--- config.mk ---
export PLATFORM = sky130hd
export DESIGN_NAME = aggr_top
export DESIGN_NICKNAME = d
export VERILOG_FILES = /design/src/rtl/aggr_pkg.sv /design/src/rtl/aggr_group.sv /design/src/rtl/aggr_pick.sv /design/src/rtl/aggr_top.sv
export SDC_FILE = /design/constraint.sdc
export NUM_CORES = 1
export LEC_CHECK = 0
export ABC_AREA = 1
export BUFFER_PORTS_ARGS = -buffer_cell sky130_fd_sc_hd__buf_2
export CAP_MARGIN = 20
export CORE_ASPECT_RATIO = 0.5
export CORE_MARGIN = 2
export CORE_UTILIZATION = 62
export CTS_CLUSTER_SIZE = 10
export DETAILED_ROUTE_END_ITERATION = 8
export PLACE_DENSITY = 0.81
export SETUP_SLACK_MARGIN = 0.02
export SLEW_MARGIN = 10
export SYNTH_ARGS = -nofsm -noshare
export SYNTH_HDL_FRONTEND = slang
export SYNTH_SLANG_ARGS = --single-unit
--- constraint.sdc ---
create_clock -name clk -period 11.6 [get_ports clk]
set_input_delay 0 -clock clk [delete_from_list [all_inputs] [get_ports clk]]
set_output_delay 0 -clock clk [all_outputs]
set_load 0.1 [all_outputs]
--- src/rtl/aggr_pkg.sv ---
package aggr_pkg;
  localparam int REG_W     = 3;
  localparam int DATA_W    = 32;
  localparam int MODE_BIT  = 0;
  localparam int BASE_LSB  = 1;
  localparam int BASE_MSB  = 17;
  localparam int CTRL_W    = BASE_MSB + 1;
  localparam int SPC_SH    = 3;

  localparam logic [REG_W-1:0] RC_STAT  = 3'd0;
  localparam logic [REG_W-1:0] RC_ENSET = 3'd1;
  localparam logic [REG_W-1:0] RC_ENCLR = 3'd2;
  localparam logic [REG_W-1:0] RC_CTRL  = 3'd3;
  localparam logic [REG_W-1:0] RC_PRIO  = 3'd4;
endpackage

--- src/rtl/aggr_group.sv ---
module aggr_group
  import aggr_pkg::*;
#(
  parameter int SRC    = 31,
  parameter int PW     = 2,
  parameter int GRP_W  = 1,
  parameter int GRP_ID = 0,
  localparam int AW    = GRP_W + REG_W,
  localparam int FPW   = DATA_W / PW,
  localparam int NWORD = (SRC + FPW - 1) / FPW
) (
  input  logic              clk,
  input  logic              rst_n,
  input  logic              wr_en,
  input  logic [AW-1:0]     wr_addr,
  input  logic [DATA_W-1:0] wr_data,
  input  logic [SRC-1:0]    src_in,
  output logic [SRC-1:0]    res_act,
  output logic [SRC*PW-1:0] res_prio,
  output logic [CTRL_W-1:0] base
);
  logic [REG_W-1:0]  code;
  logic              hit;
  logic              stat_we, enset_we, enclr_we, ctrl_we;
  logic [NWORD-1:0]  prio_we;

  logic [SRC-1:0]    st_q, st_d, en_q, en_d, pend;
  logic [CTRL_W-1:0] ctrl_q, ctrl_d;
  logic [SRC*PW-1:0] prio_q, prio_d;
  logic              st_ce, en_ce, ctrl_ce, prio_ce;

  assign code     = wr_addr[REG_W-1:0];
  assign hit      = wr_en && (wr_addr[AW-1:REG_W] == GRP_W'(GRP_ID));
  assign stat_we  = hit && (code == RC_STAT);
  assign enset_we = hit && (code == RC_ENSET);
  assign enclr_we = hit && (code == RC_ENCLR);
  assign ctrl_we  = hit && (code == RC_CTRL);

  for (genvar w = 0; w < NWORD; w++) begin : g_pwe
    assign prio_we[w] = hit && (code == RC_PRIO + REG_W'(w));
  end

  // next state
  always_comb begin
    st_d    = (st_q & ~(stat_we ? wr_data[SRC-1:0] : '0)) | src_in;
    st_ce   = stat_we | (|src_in);
    en_d    = en_q;
    if (enset_we) en_d = en_q | wr_data[SRC-1:0];
    if (enclr_we) en_d = en_q & ~wr_data[SRC-1:0];
    en_ce   = enset_we | enclr_we;
    ctrl_d  = wr_data[CTRL_W-1:0];
    ctrl_ce = ctrl_we;
    prio_ce = |prio_we;
  end

  for (genvar i = 0; i < SRC; i++) begin : g_prio
    assign prio_d[i*PW +: PW] = prio_we[i/FPW] ? wr_data[(i%FPW)*PW +: PW]
                                               : prio_q[i*PW +: PW];
  end

  // registers
  always_ff @(posedge clk or negedge rst_n) begin
    if (!rst_n) begin
      st_q   <= '0;
      en_q   <= '0;
      ctrl_q <= '0;
      prio_q <= '0;
    end else begin
      if (st_ce)   st_q   <= st_d;
      if (en_ce)   en_q   <= en_d;
      if (ctrl_ce) ctrl_q <= ctrl_d;
      if (prio_ce) prio_q <= prio_d;
    end
  end

  // result shaping per mode
  always_comb begin
    pend = st_q & en_q;
    if (ctrl_q[MODE_BIT]) begin
      res_act = pend;
    end else begin
      res_act    = '0;
      res_act[0] = |pend;
    end
  end

  assign res_prio = prio_q;
  assign base     = {ctrl_q[BASE_MSB:BASE_LSB], 1'b0};

  // without a clearing write, no status bit falls
  a_r1_sticky: assert property (@(posedge clk) disable iff (!rst_n)
    !stat_we |=> ((st_q & $past(st_q)) == $past(st_q)));

  // a clearing write drops the bit unless its source is high
  a_r1_w1c: assert property (@(posedge clk) disable iff (!rst_n)
    stat_we |=> ((st_q & $past(wr_data[SRC-1:0]) & ~$past(src_in)) == '0));

  // set-enable write leaves every written 1 enabled
  a_r2_enset: assert property (@(posedge clk) disable iff (!rst_n)
    enset_we |=> ((en_q & $past(wr_data[SRC-1:0])) == $past(wr_data[SRC-1:0])));
endmodule

--- src/rtl/aggr_pick.sv ---
module aggr_pick
  import aggr_pkg::*;
#(
  parameter int NG     = 2,
  parameter int SRC    = 31,
  parameter int PW     = 2,
  parameter int BASE_W = CTRL_W,
  parameter int VEC_W  = CTRL_W + 1,
  localparam int N     = NG * SRC
) (
  input  logic              clk,
  input  logic              rst_n,
  input  logic [N-1:0]      cand_act,
  input  logic [N*PW-1:0]   cand_prio,
  input  logic [NG*BASE_W-1:0] grp_base,
  output logic              pick_valid,
  output logic [VEC_W-1:0]  pick_vec,
  output logic [PW:0]       pick_lvl
);
  logic          found;
  logic [PW-1:0] best;
  int            wg, wb, win_idx;

  // linear scan: strict greater keeps the lowest index on ties
  always_comb begin
    found = 1'b0;
    best  = '0;
    wg    = 0;
    wb    = 0;
    for (int g = 0; g < NG; g++) begin
      for (int b = 0; b < SRC; b++) begin
        if (cand_act[g*SRC+b] &&
            (!found || (cand_prio[(g*SRC+b)*PW +: PW] > best))) begin
          found = 1'b1;
          best  = cand_prio[(g*SRC+b)*PW +: PW];
          wg    = g;
          wb    = b;
        end
      end
    end
    win_idx    = wg * SRC + wb;
    pick_valid = found;
    pick_vec   = found ? (VEC_W'(grp_base[wg*BASE_W +: BASE_W]) + (VEC_W'(wb) << SPC_SH))
                       : '0;
    pick_lvl   = found ? ((PW+1)'(best) + (PW+1)'(1)) : '0;
  end

  // the chosen competitor is one that is actually active
  a_r7_win_active: assert property (@(posedge clk) disable iff (!rst_n)
    pick_valid |-> cand_act[win_idx]);
endmodule

--- src/rtl/aggr_top.sv ---
module aggr_top
  import aggr_pkg::*;
#(
  parameter int NUM_GROUPS    = 2,
  parameter int SRC_PER_GROUP = 31,
  parameter int PRIO_W        = 2,
  localparam int GRP_W  = (NUM_GROUPS > 1) ? $clog2(NUM_GROUPS) : 1,
  localparam int ADDR_W = GRP_W + REG_W,
  localparam int NSRC   = NUM_GROUPS * SRC_PER_GROUP,
  localparam int VEC_W  = CTRL_W + 1
) (
  input  logic              clk,
  input  logic              rst_n,
  input  logic              wr_en,
  input  logic [ADDR_W-1:0] wr_addr,
  input  logic [DATA_W-1:0] wr_data,
  input  logic [NSRC-1:0]   src_in,
  output logic              irq_req,
  output logic [VEC_W-1:0]  irq_vec,
  output logic [PRIO_W:0]   irq_lvl
);
  logic rst_meta, rst_s;

  // asynchronous assert, synchronous release
  always_ff @(posedge clk or negedge rst_n) begin
    if (!rst_n) begin
      rst_meta <= 1'b0;
      rst_s    <= 1'b0;
    end else begin
      rst_meta <= 1'b1;
      rst_s    <= rst_meta;
    end
  end

  logic [NSRC-1:0]              cand_act;
  logic [NSRC*PRIO_W-1:0]       cand_prio;
  logic [NUM_GROUPS*CTRL_W-1:0] grp_base;

  for (genvar g = 0; g < NUM_GROUPS; g++) begin : g_grp
    aggr_group #(
      .SRC    (SRC_PER_GROUP),
      .PW     (PRIO_W),
      .GRP_W  (GRP_W),
      .GRP_ID (g)
    ) u_grp (
      .clk      (clk),
      .rst_n    (rst_s),
      .wr_en    (wr_en),
      .wr_addr  (wr_addr),
      .wr_data  (wr_data),
      .src_in   (src_in[g*SRC_PER_GROUP +: SRC_PER_GROUP]),
      .res_act  (cand_act[g*SRC_PER_GROUP +: SRC_PER_GROUP]),
      .res_prio (cand_prio[g*SRC_PER_GROUP*PRIO_W +: SRC_PER_GROUP*PRIO_W]),
      .base     (grp_base[g*CTRL_W +: CTRL_W])
    );
  end

  logic              pick_valid;
  logic [VEC_W-1:0]  pick_vec;
  logic [PRIO_W:0]   pick_lvl;

  aggr_pick #(
    .NG     (NUM_GROUPS),
    .SRC    (SRC_PER_GROUP),
    .PW     (PRIO_W),
    .BASE_W (CTRL_W),
    .VEC_W  (VEC_W)
  ) u_pick (
    .clk        (clk),
    .rst_n      (rst_s),
    .cand_act   (cand_act),
    .cand_prio  (cand_prio),
    .grp_base   (grp_base),
    .pick_valid (pick_valid),
    .pick_vec   (pick_vec),
    .pick_lvl   (pick_lvl)
  );

  logic             req_d, req_q;
  logic [VEC_W-1:0] vec_d, vec_q;
  logic [PRIO_W:0]  lvl_d, lvl_q;
  logic             out_ce;

  always_comb begin
    req_d  = pick_valid;
    vec_d  = pick_vec;
    lvl_d  = pick_lvl;
    out_ce = (req_d != req_q) || (vec_d != vec_q) || (lvl_d != lvl_q);
  end

  always_ff @(posedge clk or negedge rst_s) begin
    if (!rst_s) begin
      req_q <= 1'b0;
      vec_q <= '0;
      lvl_q <= '0;
    end else if (out_ce) begin
      req_q <= req_d;
      vec_q <= vec_d;
      lvl_q <= lvl_d;
    end
  end

  assign irq_req = req_q;
  assign irq_vec = vec_q;
  assign irq_lvl = lvl_q;

  // idle outputs are all zero
  a_r8_idle_zero: assert property (@(posedge clk) disable iff (!rst_s)
    !irq_req |-> ((irq_vec == '0) && (irq_lvl == '0)));

  // a raised request never carries level 0
  a_r6_level_nonzero: assert property (@(posedge clk) disable iff (!rst_s)
    irq_req |-> (irq_lvl != '0));

  // request follows group results one clock later
  a_r8_req_follow: assert property (@(posedge clk) disable iff (!rst_s)
    (|cand_act) |=> irq_req);
  a_r8_req_drop: assert property (@(posedge clk) disable iff (!rst_s)
    !(|cand_act) |=> !irq_req);
endmodule

==> summary.md, run 1 <==
| Metric | Value |
|---|---|
| Status | aborted with a tool error |
| Last stage | global routing (5_1_grt) |
| Halt Reason | [ERROR GRT-0116] Global routing finished with congestion. Check the congestion regions in the DRC Viewer. |
| Async S/R FF share, synth | 1.00 |
| Global-route wire length before repair | 183000 um |
| Total GRT Usage | 0.771 |
| Die width | 253 um |
| Synth Area in Adders | 0.0499 |
| Gpl congestion | 0.969 |
| Area of placed instances | between 0.02 and 0.025 mm2 |
| I/O pin count | 124 |
| Mapped Area | roughly 0.019 mm2 |
| Post-synth EDFFs | 0 |
| CTS Buf Count | 36 |
| Num rows | 45 |
| Max H-tree Level | 2 |
| Simple-Gate Fraction of Synth Area | 0.310 |
| Seq cells post-synth | 308 |
| Largest net degree at the start of global routing | 75 |
| GR Overflow Total | 4 |
| Post-synthesis sequential area ratio | 0.401 |
| Clk sinks | ~300 |
| Final HPWL DP | 48200 um |
| Mux cell area share after synthesis | 0.00313 |
| Syn. warnings | 0 |
| Net Count, Synth | roughly 2800 |
| Place WS | -46.94 ns |
| Most common flop cell mapped by yosys | dfrtp_1 |
| Vias in the first global route | 30000 |
| Compound-gate portion of the synthesized area | 0.146 |
| Syn Area/Cell | 7.45 um2 |
| Port Buf Inserts | roughly 120 |
| Syn Inst Count | 2580 |
| XOR/XNOR Fraction of Synth Area | 0 |
| Clock Tree Root | clkbuf_16 |
| CTS max path bufs | 3 |
| Die H | 128 um |
| Largest family of logic cells by synthesized area | simple AND/OR/NAND/NOR gates |
| Distinct cell type count after synthesis | 52 |
| Initial Utilization | 0.632 |
what timing repair did:
| item | CTS |
|---|---|
| endpoints found under the setup margin | 21 |
| resized for setup | 183 |
| cloned | 0 |
| setup buffers | 99 |
| hold buffers | 98 |
| endpoints found under the hold margin | 189 |
| pin swaps | 158 |
synthesized netlist by cell type, types with 16 or more instances:
| library cell | n | area [um2] |
|---|---|---|
| ha_1 | 75 | 938 |
| nand3_1 | 119 | 596 |
| or2_2 | 22 | 138 |
| nor2_1 | 163 | 612 |
| nand4_1 | 16 | 100 |
| o21ai_0 | 356 | 1780 |
| inv_1 | 345 | 1290 |
| nand2_1 | 663 | 2490 |
| o41ai_1 | 56 | 490 |
| dfrtp_1 | 308 | 7710 |
| nand2_2 | 159 | 995 |
| nand3_2 | 42 | 420 |
| o21ai_1 | 16 | 80.1 |
| a21oi_1 | 24 | 120 |
| nor3_1 | 40 | 200 |
| clkbuf_1 | 60 | 225 |
per-stage QoR:
stage | hold WS, ns | instances
2_1_floorplan | -0.296 | 2580
3_3_place_gp | -0.216 | 3548
3_5_place_dp | -0.215 | 3550
4_1_cts | 0.133 | 3789
layer usage:
metal	GRT usage	GRT overflow
met5	0.383	0
met1	0.758	0
met2	0.915	1
met4	0.721	2
met3	0.695	1
kinds of logic after synthesis:
group / Yosys count
multiplexers: 6
other: 2
flip-flops: 308
adder cells (fa/ha/maj): 76
AND/OR/NAND/NOR: 1270
buffers and inverters: 425
AO/OA/AOI/OAI: 493
==> inputs of run 2 (changes only) <==
- CORE_ASPECT_RATIO: 0.5 -> unset
- CORE_UTILIZATION: 62 -> 40
- CTS_CLUSTER_SIZE: 10 -> unset
- PLACE_DENSITY: 0.81 -> unset
- PLACE_DENSITY_LB_ADDON: unset -> 0.15
- SETUP_SLACK_MARGIN: 0.02 -> unset
==> summary.md, run 2 <==
| Metric | Value |
|---|---|
| Status | finished, violations left |
| Failing checks | setup timing |
| Fin crit share | 5.00 |
| Worst Setup Path Type | reg -> reg |
| Dpl cells | 3798 (+7.0%) |
| Seq cells post-synth | 308 (unchanged) |
| Routed WL per cell | roughly 18 um |
| Post-synthesis sequential area ratio | 0.401 (unchanged) |
| I/O pin count | 124 (unchanged) |
| Vias per cell | around 5.2 |
| WL met2 | between 30000 and 40000 um |
| Peak per-stage delay on the critical path | 0.40 ns |
| Most common cell in the netlist | nand2_1 |
| Gpl congestion | 0.902 (-7.0%) |
| Final hold vios | 0 |
| Die ar. | 0.0498 mm2 |
| Mapped Area | 0.0192 mm2 (unchanged) |
| Max H-tree Level | 2 (unchanged) |
| Layout fillers | 3929 |
| Net Count, Synth | 2757 (unchanged) |
| Most common flop cell mapped by yosys | dfrtp_1 |
| Hold path start | wr_addr[2] |
| Non-filler instance count after layout | 4107 |
| Clock Skew | 0.0290 ns |
| DR DRC count | 0 |
| Worst rel slew slack | 0.244 |
| CTS tree | built |
| Vias in the first global route | 20900 |
| Clk pin slew, worst setup/hold paths | 0.06 ns |
| Largest area contributor in the netlist | dfrtp_1 |
| Nets@finish | 3642 |
| Critical Path Source Type | flip-flop |
| Worst Tran Pin Value | between 1 and 1.5 ns |
| CP Max Fanout | 5 |
| Top Metal Used | met4 |
| Worst-Skew Late Latency | slightly below 0.6 ns |
| Antenna viol nets, final | 0 |
| Port Buf Inserts | 122 (unchanged) |
| Iteration-0 DRC Markers | 1395 |
| Initial Utilization | 0.404 (-0.228) |
| CTS max path bufs | 3 (unchanged) |
| Total GRT Usage | 0.288 |
| Commonest non-fill, non-tap cells in the layout | buf_4, nand2_1, inv_1 |
| Final worst slack | -46.41 ns |
| Max-slew violations | 0 |
| Syn-to-layout area delta | 58.6% |
| Flop2flop setup slack | -46.41 ns |
| Num rows | 80 (+78%) |
| Fraction of layout cells with a size suffix above 1 | 0.431 |
| Drt total wl | 75200 um |
| Syn. warnings | 0 (unchanged) |
| Worst EP arrival | about 58 ns |
| Final HPWL DP | 49700 um (+3.2%) |
| CP required | 12.06 ns |
| Reg2Reg Launch Point | g_grp[0].u_grp.st_q[22] |
| Core area | ~0.048 mm2 |
| Post-synth EDFFs | 0 (unchanged) |
| DR pass1 iterations | 6 |
| Reg2Reg Capture Point | irq_vec[13] |
| Syn Inst Count | 2580 (unchanged) |
| Clock Tree Root | clkbuf_16 |
| GR Overflow Total | 0 |
| Syn Area/Cell | 7.45 um2 (unchanged) |
| DR vias | 21300 |
| CP most frequent cell | nand2_2 |
| Area of placed instances | 0.0252 mm2 (+2.1%) |
| R2R depth | 438 |
| Post-Route M1 WL | ~31000 um |
| Worst hold path class | in -> reg |
| Commonest cells post-synth | nand2_1, o21ai_0, inv_1 |
| Async S/R FF share, synth | 1.00 (unchanged) |
| Final instance area | 0.0305 mm2 |
| Highest clock rate | between 0.015 and 0.02 GHz |
| Share of the synthesized area in the top cell type | 0.401 (unchanged) |
| Min Tclk post-route | between 50 and 60 ns |
| Global-route wire length before repair | 111000 um |
| Largest net degree at the start of global routing | approximately 160 |
| Synth top area cells | dfrtp_1, nand2_1, o21ai_0 |
| WL met3 | 4380 um |
| Clk sinks | 308 (unchanged) |
| Hold Crit Endpoint | g_grp[1].u_grp.res_prio[33] |
| Die width | 223 um (-12%) |
| Max-cap viol count | 0 |
| Crit-path slowest cell | dfrtp_1 |
| Initial antenna violation count | 2 |
| CP Capture Type | flip-flop |
| Final setup viols | 21 |
| Die H | 223 um (+74%) |
| Cells on Worst Hold Path | 5 |
| Distinct cell type count after synthesis | 52 (unchanged) |
| Setup TNS | -962.31 ns |
| CTS Buf Count | 39 (+8.3%) |
| RSZ-0062 raised after global routing | true |
| Commonest non-fill, non-tap cell in the layout | buf_4 |
-- run 2: kinds of logic (layout without fill, tap and decap cells) --
group,Yosys count,in the layout,share of synthesized area
AND/OR/NAND/NOR,1270,1270,0.310
AO/OA/AOI/OAI,493,493,0.146
buffers and inverters,425,1335,0.0888
flip-flops,308,308,0.401
adder cells (fa/ha/maj),76,76,0.0499
multiplexers,6,6,0.00313
other,2,4,0.000391
-- run 2: metrics by stage --
stage	utilization	worst slack, ns	hold slack, ns
finish	0.641	-46.41	0.118
global route	0.641	-49.67	0.147
CTS	0.588	-46.00	0.0934
detailed placement	0.530	-46.43	-0.208
global placement	0.529	-44.49	-0.214
floorplan	-	-43.61	-0.296
-- run 2: what timing repair did --
item	CTS	global route
resized for setup	48	286
setup buffers	34	109
endpoints found under the hold margin	190	0
pin swaps	20	232
endpoints found under the setup margin	21	21
hold buffers	98	0
-- run 2: layout make-up --
type	instances	area, um2	share of cell area
Inverter	353	1340	0.0440
Timing Repair Buffer	916	6940	0.228
Tap cell	615	769	0.0253
Antenna cell	2	5.00	0.000164
Clock inverter	13	166	0.00546
Clock buffer	53	1150	0.0377
Sequential cell	308	7710	0.253
Multi-Input combinational cell	1847	12400	0.406
-- run 2: layer usage --
metal,global-route usage,vias up
met1,0.367,10300
met5,0,-
met4,0.149,0
met3,0.0416,194
met2,0.476,639
li1,-,10200
-- run 2: how the worst max path moves through the flow --
stage          slack (ns)          end                    start
3_3_place_gp       -44.49  irq_vec[14]  g_grp[0].u_grp.st_q[22]
3_5_place_dp       -46.43  irq_vec[14]  g_grp[0].u_grp.st_q[22]
4_1_cts            -46.00  irq_vec[14]  g_grp[0].u_grp.st_q[20]
2_1_floorplan      -43.61  irq_vec[16]                flip-flop
6_report           -46.41  irq_vec[13]  g_grp[0].u_grp.st_q[22]
5_1_grt            -49.67  irq_vec[15]   g_grp[0].u_grp.st_q[3]
-- run 2: critical path: cells and delay by family, from the launching register on --
family	cells	cell delay, ns
and+or+nand+nor	218	21.77
buffers and inverters	43	2.62
AOI/OAI and AO/OA	114	17.68
DFF	1	0.40
adders and majority gates	63	15.23
Power of run 2 is not shown: default switching activity piles up to over one toggle a cycle in this logic, so the estimate is an artifact.
==> inputs of run 3 (changes only) <==
- GPL_TIMING_DRIVEN: unset -> 0
- PLACE_DENSITY: unset -> 0.66
- PLACE_DENSITY_LB_ADDON: 0.15 -> unset
==> summary.md, run 3 (synthesized netlist as in run 2, its figures left out) <==
| Metric | Value |
|---|---|
| CTS tree | built |
| Final setup viols | 21 (unchanged) |
| Commonest non-fill, non-tap cell in the layout | nand2_1 |
| Nets@finish | 3292 (-9.6%) |
| Initial antenna violation count | 3 (+1) |
| DR DRC count | 0 (unchanged) |
| Gpl congestion | 0.948 (+5.1%) |
| Status | finished, violations left |
| I/O pin count | 124 (unchanged) |
| Crit-path slowest cell | dfrtp_1 |
| Max-slew violations | 0 (unchanged) |
| GR peak layer | met2 |
| RSZ-0062 raised after global routing | true |
| Port Buf Inserts | 121 (-0.82%) |
| Met3 Track Usage GR | 0.0518 (+0.0101) |
| Worst-Skew Late Latency | 0.58 ns (about the same) |
| Critical Path Source Type | flip-flop |
| Hold path start | wr_en |
| Num rows | 80 (unchanged) |
| Clk sinks | 308 (unchanged) |
| CTS max path bufs | 3 (unchanged) |
| Worst hold path class | in -> reg |
| Clock Skew | 0.0195 ns (-0.00950 ns) |
| Max-cap viol count | 0 (unchanged) |
| Vias per cell | 5.50 (+6.2%) |
| CTS Buf Count | 39 (unchanged) |
| Final hold vios | 0 (unchanged) |
| Global-route wire length before repair | 109000 um (-2.0%) |
| CP Capture Type | flip-flop |
| Final instance area | 0.0281 mm2 (-7.8%) |
| Core area | 0.0475 mm2 (unchanged) |
| CP most frequent cell | nand2_4 |
| Worst Setup Path Type | reg -> reg |
| Met2 Usage GRT | 0.466 (-0.0106) |
| Final HPWL DP | 48700 um (-2.0%) |
| Fin crit share | 5.11 (+0.105) |
| Peak per-stage delay on the critical path | 0.41 ns (about the same) |
| Commonest non-fill, non-tap cells in the layout | nand2_1, inv_1, dfrtp_1 |
| Max H-tree Level | 2 (unchanged) |
| CP required | 12.06 ns (about the same) |
| Reg2Reg Launch Point | g_grp[0].u_grp.st_q[23] |
| Min Tclk post-route | 59.23 ns (+1.22 ns) |
| Largest net degree at the start of global routing | 64 (-61%) |
| Fraction of layout cells with a size suffix above 1 | 0.351 (-0.0796) |
| Failing checks | setup timing |
| Clock Tree Root | clkbuf_16 |
| GR Layer Usage met1 | 0.358 (-0.00884) |
| Worst rel slew slack | 0.366 (+0.122) |
| Initial Utilization | 0.404 (unchanged) |
| Worst EP arrival | 59.69 ns (+1.22 ns) |
| Highest clock rate | 0.0169 GHz (-2.1%) |
| Final worst slack | -47.63 ns (-1.22 ns) |
| Total GRT Usage | 0.283 (-0.00493) |
| Drt total wl | 75700 um (+0.71%) |
| DR pass1 iterations | 6 (unchanged) |
| Area of placed instances | 0.0214 mm2 (-15%) |
| Die ar. | 0.0498 mm2 (unchanged) |
| Launch point of the worst path | g_grp[0].u_grp.st_q[23] |
| CP Max Fanout | 7 (+2) |
| Flop2flop setup slack | -47.63 ns (-1.22 ns) |
| Die H | 223 um (unchanged) |
| Reg2Reg Capture Point | irq_vec[13] |
| Iteration-0 DRC Markers | 1763 (+26%) |
| DR vias | 20700 (-2.8%) |
| R2R depth | 427 (-2.5%) |
| Die width | 223 um (unchanged) |
| Cells on Worst Hold Path | 5 (unchanged) |
| Syn-to-layout area delta | 46.3% |
| GR Overflow Total | 0 (unchanged) |
| Routed WL per cell | 20.1 um (+10%) |
| Worst Tran Pin Value | 0.941 ns (-0.192 ns) |
| Vias in the first global route | 19800 (-5.1%) |
| Antenna viol nets, final | 0 (unchanged) |
| Clk pin slew, worst setup/hold paths | 0.06 ns (about the same) |
[run 3: cell types whose count changed in the layout (fill, tap and decap cells not counted), moves of 9 or more]
cell	change
buf_4	-415
clkbuf_1	+63
ha_1	-10
ha_4	+9
nand2_2	-33
nand2_4	+36
o21ai_2	-13
o21ai_4	+10
[run 3: stage by stage]
step                hold slack (ns)  utilization  setup slack [ns]  cells  TNS (ns)
floorplan                    -0.296            -            -43.61   2580   -903.63
finish                       0.0429        0.591            -47.63   3759   -986.97
global placement             -0.214        0.448            -47.39   3316  -1398.05
detailed placement           -0.211        0.451            -49.41   3321  -1022.74
CTS                         0.00824        0.545            -47.39   3642   -981.83
global route                 0.0841        0.591            -50.50   3758  -1046.42
[run 3: worst max path at each step]
| stage | to | slack [ns] | cells after the start |
|---|---|---|---|
| 2_1_floorplan | irq_vec[16] | -43.61 | 460 |
| 3_3_place_gp | irq_vec[16] | -47.39 | 451 |
| 3_5_place_dp | irq_vec[16] | -49.41 | 451 |
| 4_1_cts | irq_vec[13] | -47.39 | 454 |
| 5_1_grt | irq_vec[13] | -50.50 | 431 |
| 6_report | irq_vec[13] | -47.63 | 427 |
[run 3: timing repair]
action,CTS,global route
gates resized for setup,168,244
endpoints found under the hold margin,192,0
hold buffers,100,0
cloned,0,0
pin swaps,156,258
endpoints found under the setup margin,21,21
setup buffers,153,119
[run 3: worst max-delay path: cells and delay by family, from the launching register on]
family / cells / cell delay [ns]
AND/OR/NAND/NOR: 210 / 22.02
AO/OA/AOI/OAI: 114 / 19.17
adder cells (fa/ha/maj): 63 / 14.72
buffers and inverters: 40 / 2.65
flip-flops: 1 / 0.41
[run 3: cell type report]
cell class	count	area, um2
tap	615	769
sequential	308	7710
timing repair buffer	494	3760
clock buffer	50	1070
buffer	72	382
antenna	2	5.00
inverter	353	1340
multi-input combinational	1847	12800
clock inverter	18	268
fill	3998	19400
[run 3: routing by layer]
layer | vias to the layer above | wire length [um]
met4 | 2 | 4320
li1 | 9479 | -
met1 | 10100 | 29700
met2 | 916 | 35800
met3 | 232 | 5870
met5 | - | 12
Power of run 3 is left out for the same reason.
==> inputs of run 4 (changes only) <==
- GPL_TIMING_DRIVEN: 0 -> unset
- SLEW_MARGIN: 10 -> 15
==> summary.md, run 4 (synthesized netlist as in run 2, its figures left out) <==
| Metric | Value |
|---|---|
| Status | finished, violations left |
| Failing checks | setup timing |
| RSZ-0062 raised after global routing | true |
| Commonest non-fill, non-tap cell in the layout | buf_4 |
| Crit-path slowest cell | dfrtp_1 |
| Met3 Track Usage GR | 0.0458 (-0.00593) |
| Hold path start | wr_addr[2] |
| Global-route wire length before repair | 112000 um (+3.3%) |
| Port Buf Inserts | 122 (+0.83%) |
| Fraction of layout cells with a size suffix above 1 | 0.431 (+0.0793) |
| Clk sinks | 308 (unchanged) |
| Largest net degree at the start of global routing | 83 (+30%) |
| Highest clock rate | 0.0172 GHz (+1.9%) |
| Final setup viols | 21 (unchanged) |
| CP Capture Type | flip-flop |
| Commonest non-fill, non-tap cells in the layout | buf_4, nand2_1, inv_1 |
| Die ar. | 0.0498 mm2 (unchanged) |
| Hold WS | 0.102 ns (+0.0594 ns) |
| Initial antenna violation count | 4 (+1) |
| Worst Tran Pin Value | 0.987 ns (+0.0462 ns) |
| Worst EP arrival | 58.55 ns (-1.14 ns) |
| DR DRC count | 0 (unchanged) |
| Peak per-stage delay on the critical path | 0.42 ns (about the same) |
| Critical Path Source Type | flip-flop |
| Clk pin slew, worst setup/hold paths | 0.06 ns (about the same) |
| Die width | 223 um (unchanged) |
| Vias in the first global route | 21500 (+8.2%) |
| Routed WL per cell | 18.6 um (-7.7%) |
| Clock Tree Root | clkbuf_16 |
| Met2 Usage GRT | 0.478 (+0.0124) |
| Final HPWL DP | 49500 um (+1.4%) |
| CTS max path bufs | 3 (unchanged) |
| Dpl cells | 3788 (+14%) |
| Nets@finish | 3617 (+9.9%) |
| Hold Crit Endpoint | g_grp[1].u_grp.res_prio[28] |
| Final instance area | 0.0303 mm2 (+7.8%) |
| CP most frequent cell | nand2_2 |
| Area of placed instances | 0.0251 mm2 (+17%) |
| Min Tclk post-route | 58.11 ns (-1.12 ns) |
| Total GRT Usage | 0.289 (+0.00553) |
| Final hold vios | 0 (unchanged) |
| Final worst slack | -46.51 ns (+1.12 ns) |
| Clock Skew | 0.0241 ns (+0.00462 ns) |
| Max-slew violations | 0 (unchanged) |
| Iteration-0 DRC Markers | 1569 (-11%) |
| CTS Buf Count | 39 (unchanged) |
| CP top delay family | simple AND/OR/NAND/NOR gates |
| Initial Utilization | 0.404 (unchanged) |
| Worst-Skew Late Latency | 0.58 ns (about the same) |
| Place WS | -46.63 ns (+2.78 ns) |
| I/O pin count | 124 (unchanged) |
| Syn-to-layout area delta | 57.6% |
| WP buf/inv | 41 (+2.5%) |
| Crit path depth | 436 (+2.1%) |
| CTS tree | built |
| Num rows | 80 (unchanged) |
| CP required | 12.04 ns (-0.02 ns) |
| Max-cap viol count | 0 (unchanged) |
| Worst rel slew slack | 0.342 (-0.0241) |
| Core area | 0.0475 mm2 (unchanged) |
| Reg2Reg Capture Point | irq_vec[9] |
| Drt total wl | 75900 um (+0.33%) |
| Antenna viol nets, final | 0 (unchanged) |
| Vias per cell | 5.27 (-4.2%) |
| GR Overflow Total | 0 (unchanged) |
| Reg2Reg Launch Point | g_grp[0].u_grp.st_q[23] |
| Flop2flop setup slack | -46.51 ns (+1.12 ns) |
| Non-filler instance count after layout | 4084 (+8.6%) |
| CP Max Fanout | 5 (-2) |
| DR pass1 iterations | 5 (-1) |
| Fin crit share | 5.01 (-0.0967) |
| Die H | 223 um (unchanged) |
| Worst Setup Path Type | reg -> reg |
| R2R depth | 436 (+2.1%) |
| GR Layer Usage met1 | 0.353 (-0.00564) |
| Cells on Worst Hold Path | 3 (-2) |
| Gpl congestion | 0.955 (+0.71%) |
| Worst hold path class | in -> reg |
| GR peak layer | met2 |
| Max H-tree Level | 2 (unchanged) |
| DR vias | 21500 (+4.1%) |
[run 4: cell count changes in the layout (fill, tap and decap cells not counted), moves of 11 or more]
cell / previous run / this run
buf_4: 267 / 662
clkbuf_1: 66 / 5
ha_1: 14 / 25
nand2_2: 170 / 213
nand2_4: 125 / 85
o21ai_2: 48 / 61
[run 4: worst max-delay path by stage]
stage | from | to | slack [ns]
2_1_floorplan | flip-flop | irq_vec[16] | -43.61
3_3_place_gp | g_grp[0].u_grp.st_q[21] | irq_vec[13] | -44.12
3_5_place_dp | g_grp[0].u_grp.st_q[21] | irq_vec[13] | -46.63
4_1_cts | g_grp[0].u_grp.st_q[21] | irq_vec[13] | -45.79
5_1_grt | flip-flop | irq_vec[15] | -49.66
6_report | g_grp[0].u_grp.st_q[23] | irq_vec[9] | -46.51
[run 4: layout make-up]
| type | count | area [um2] |
|---|---|---|
| clock inverters | 16 | 238 |
| multi-input cells | 1847 | 12400 |
| clock buffers | 52 | 1100 |
| flip-flops and latches | 308 | 7710 |
| diodes | 2 | 5.00 |
| well taps | 615 | 769 |
| fillers | 3823 | 17300 |
| inverters | 353 | 1340 |
| repair buffers | 891 | 6700 |
[run 4: what timing repair did]
item,in CTS,in global routing
hold buffers,96,0
endpoints found under the setup margin,21,21
buffers inserted,46,89
endpoints found under the hold margin,189,0
pin swaps,52,231
resized for setup,82,266
[run 4: layer usage]
layer	part of all wire	vias up
met5	0.00017	-
li1	-	10100
met2	0.47	840
met1	0.39	10300
met4	0.070	2
met3	0.069	286
[run 4: stage by stage]
stage / utilization / setup TNS (ns)
floorplan: - / -903.63
global placement: 0.526 / -915.12
detailed placement: 0.527 / -967.49
CTS: 0.592 / -951.40
global route: 0.637 / -1030.96
finish: 0.637 / -965.21
[run 4: tightest hold or removal path, delay by kind of cell]
family                 cells  cell delay, ns
AND/OR/NAND/NOR            1            0.35
AO/OA/AOI/OAI              1            0.13
buffers and inverters      1            0.15
Power of run 4 is left out for the same reason.
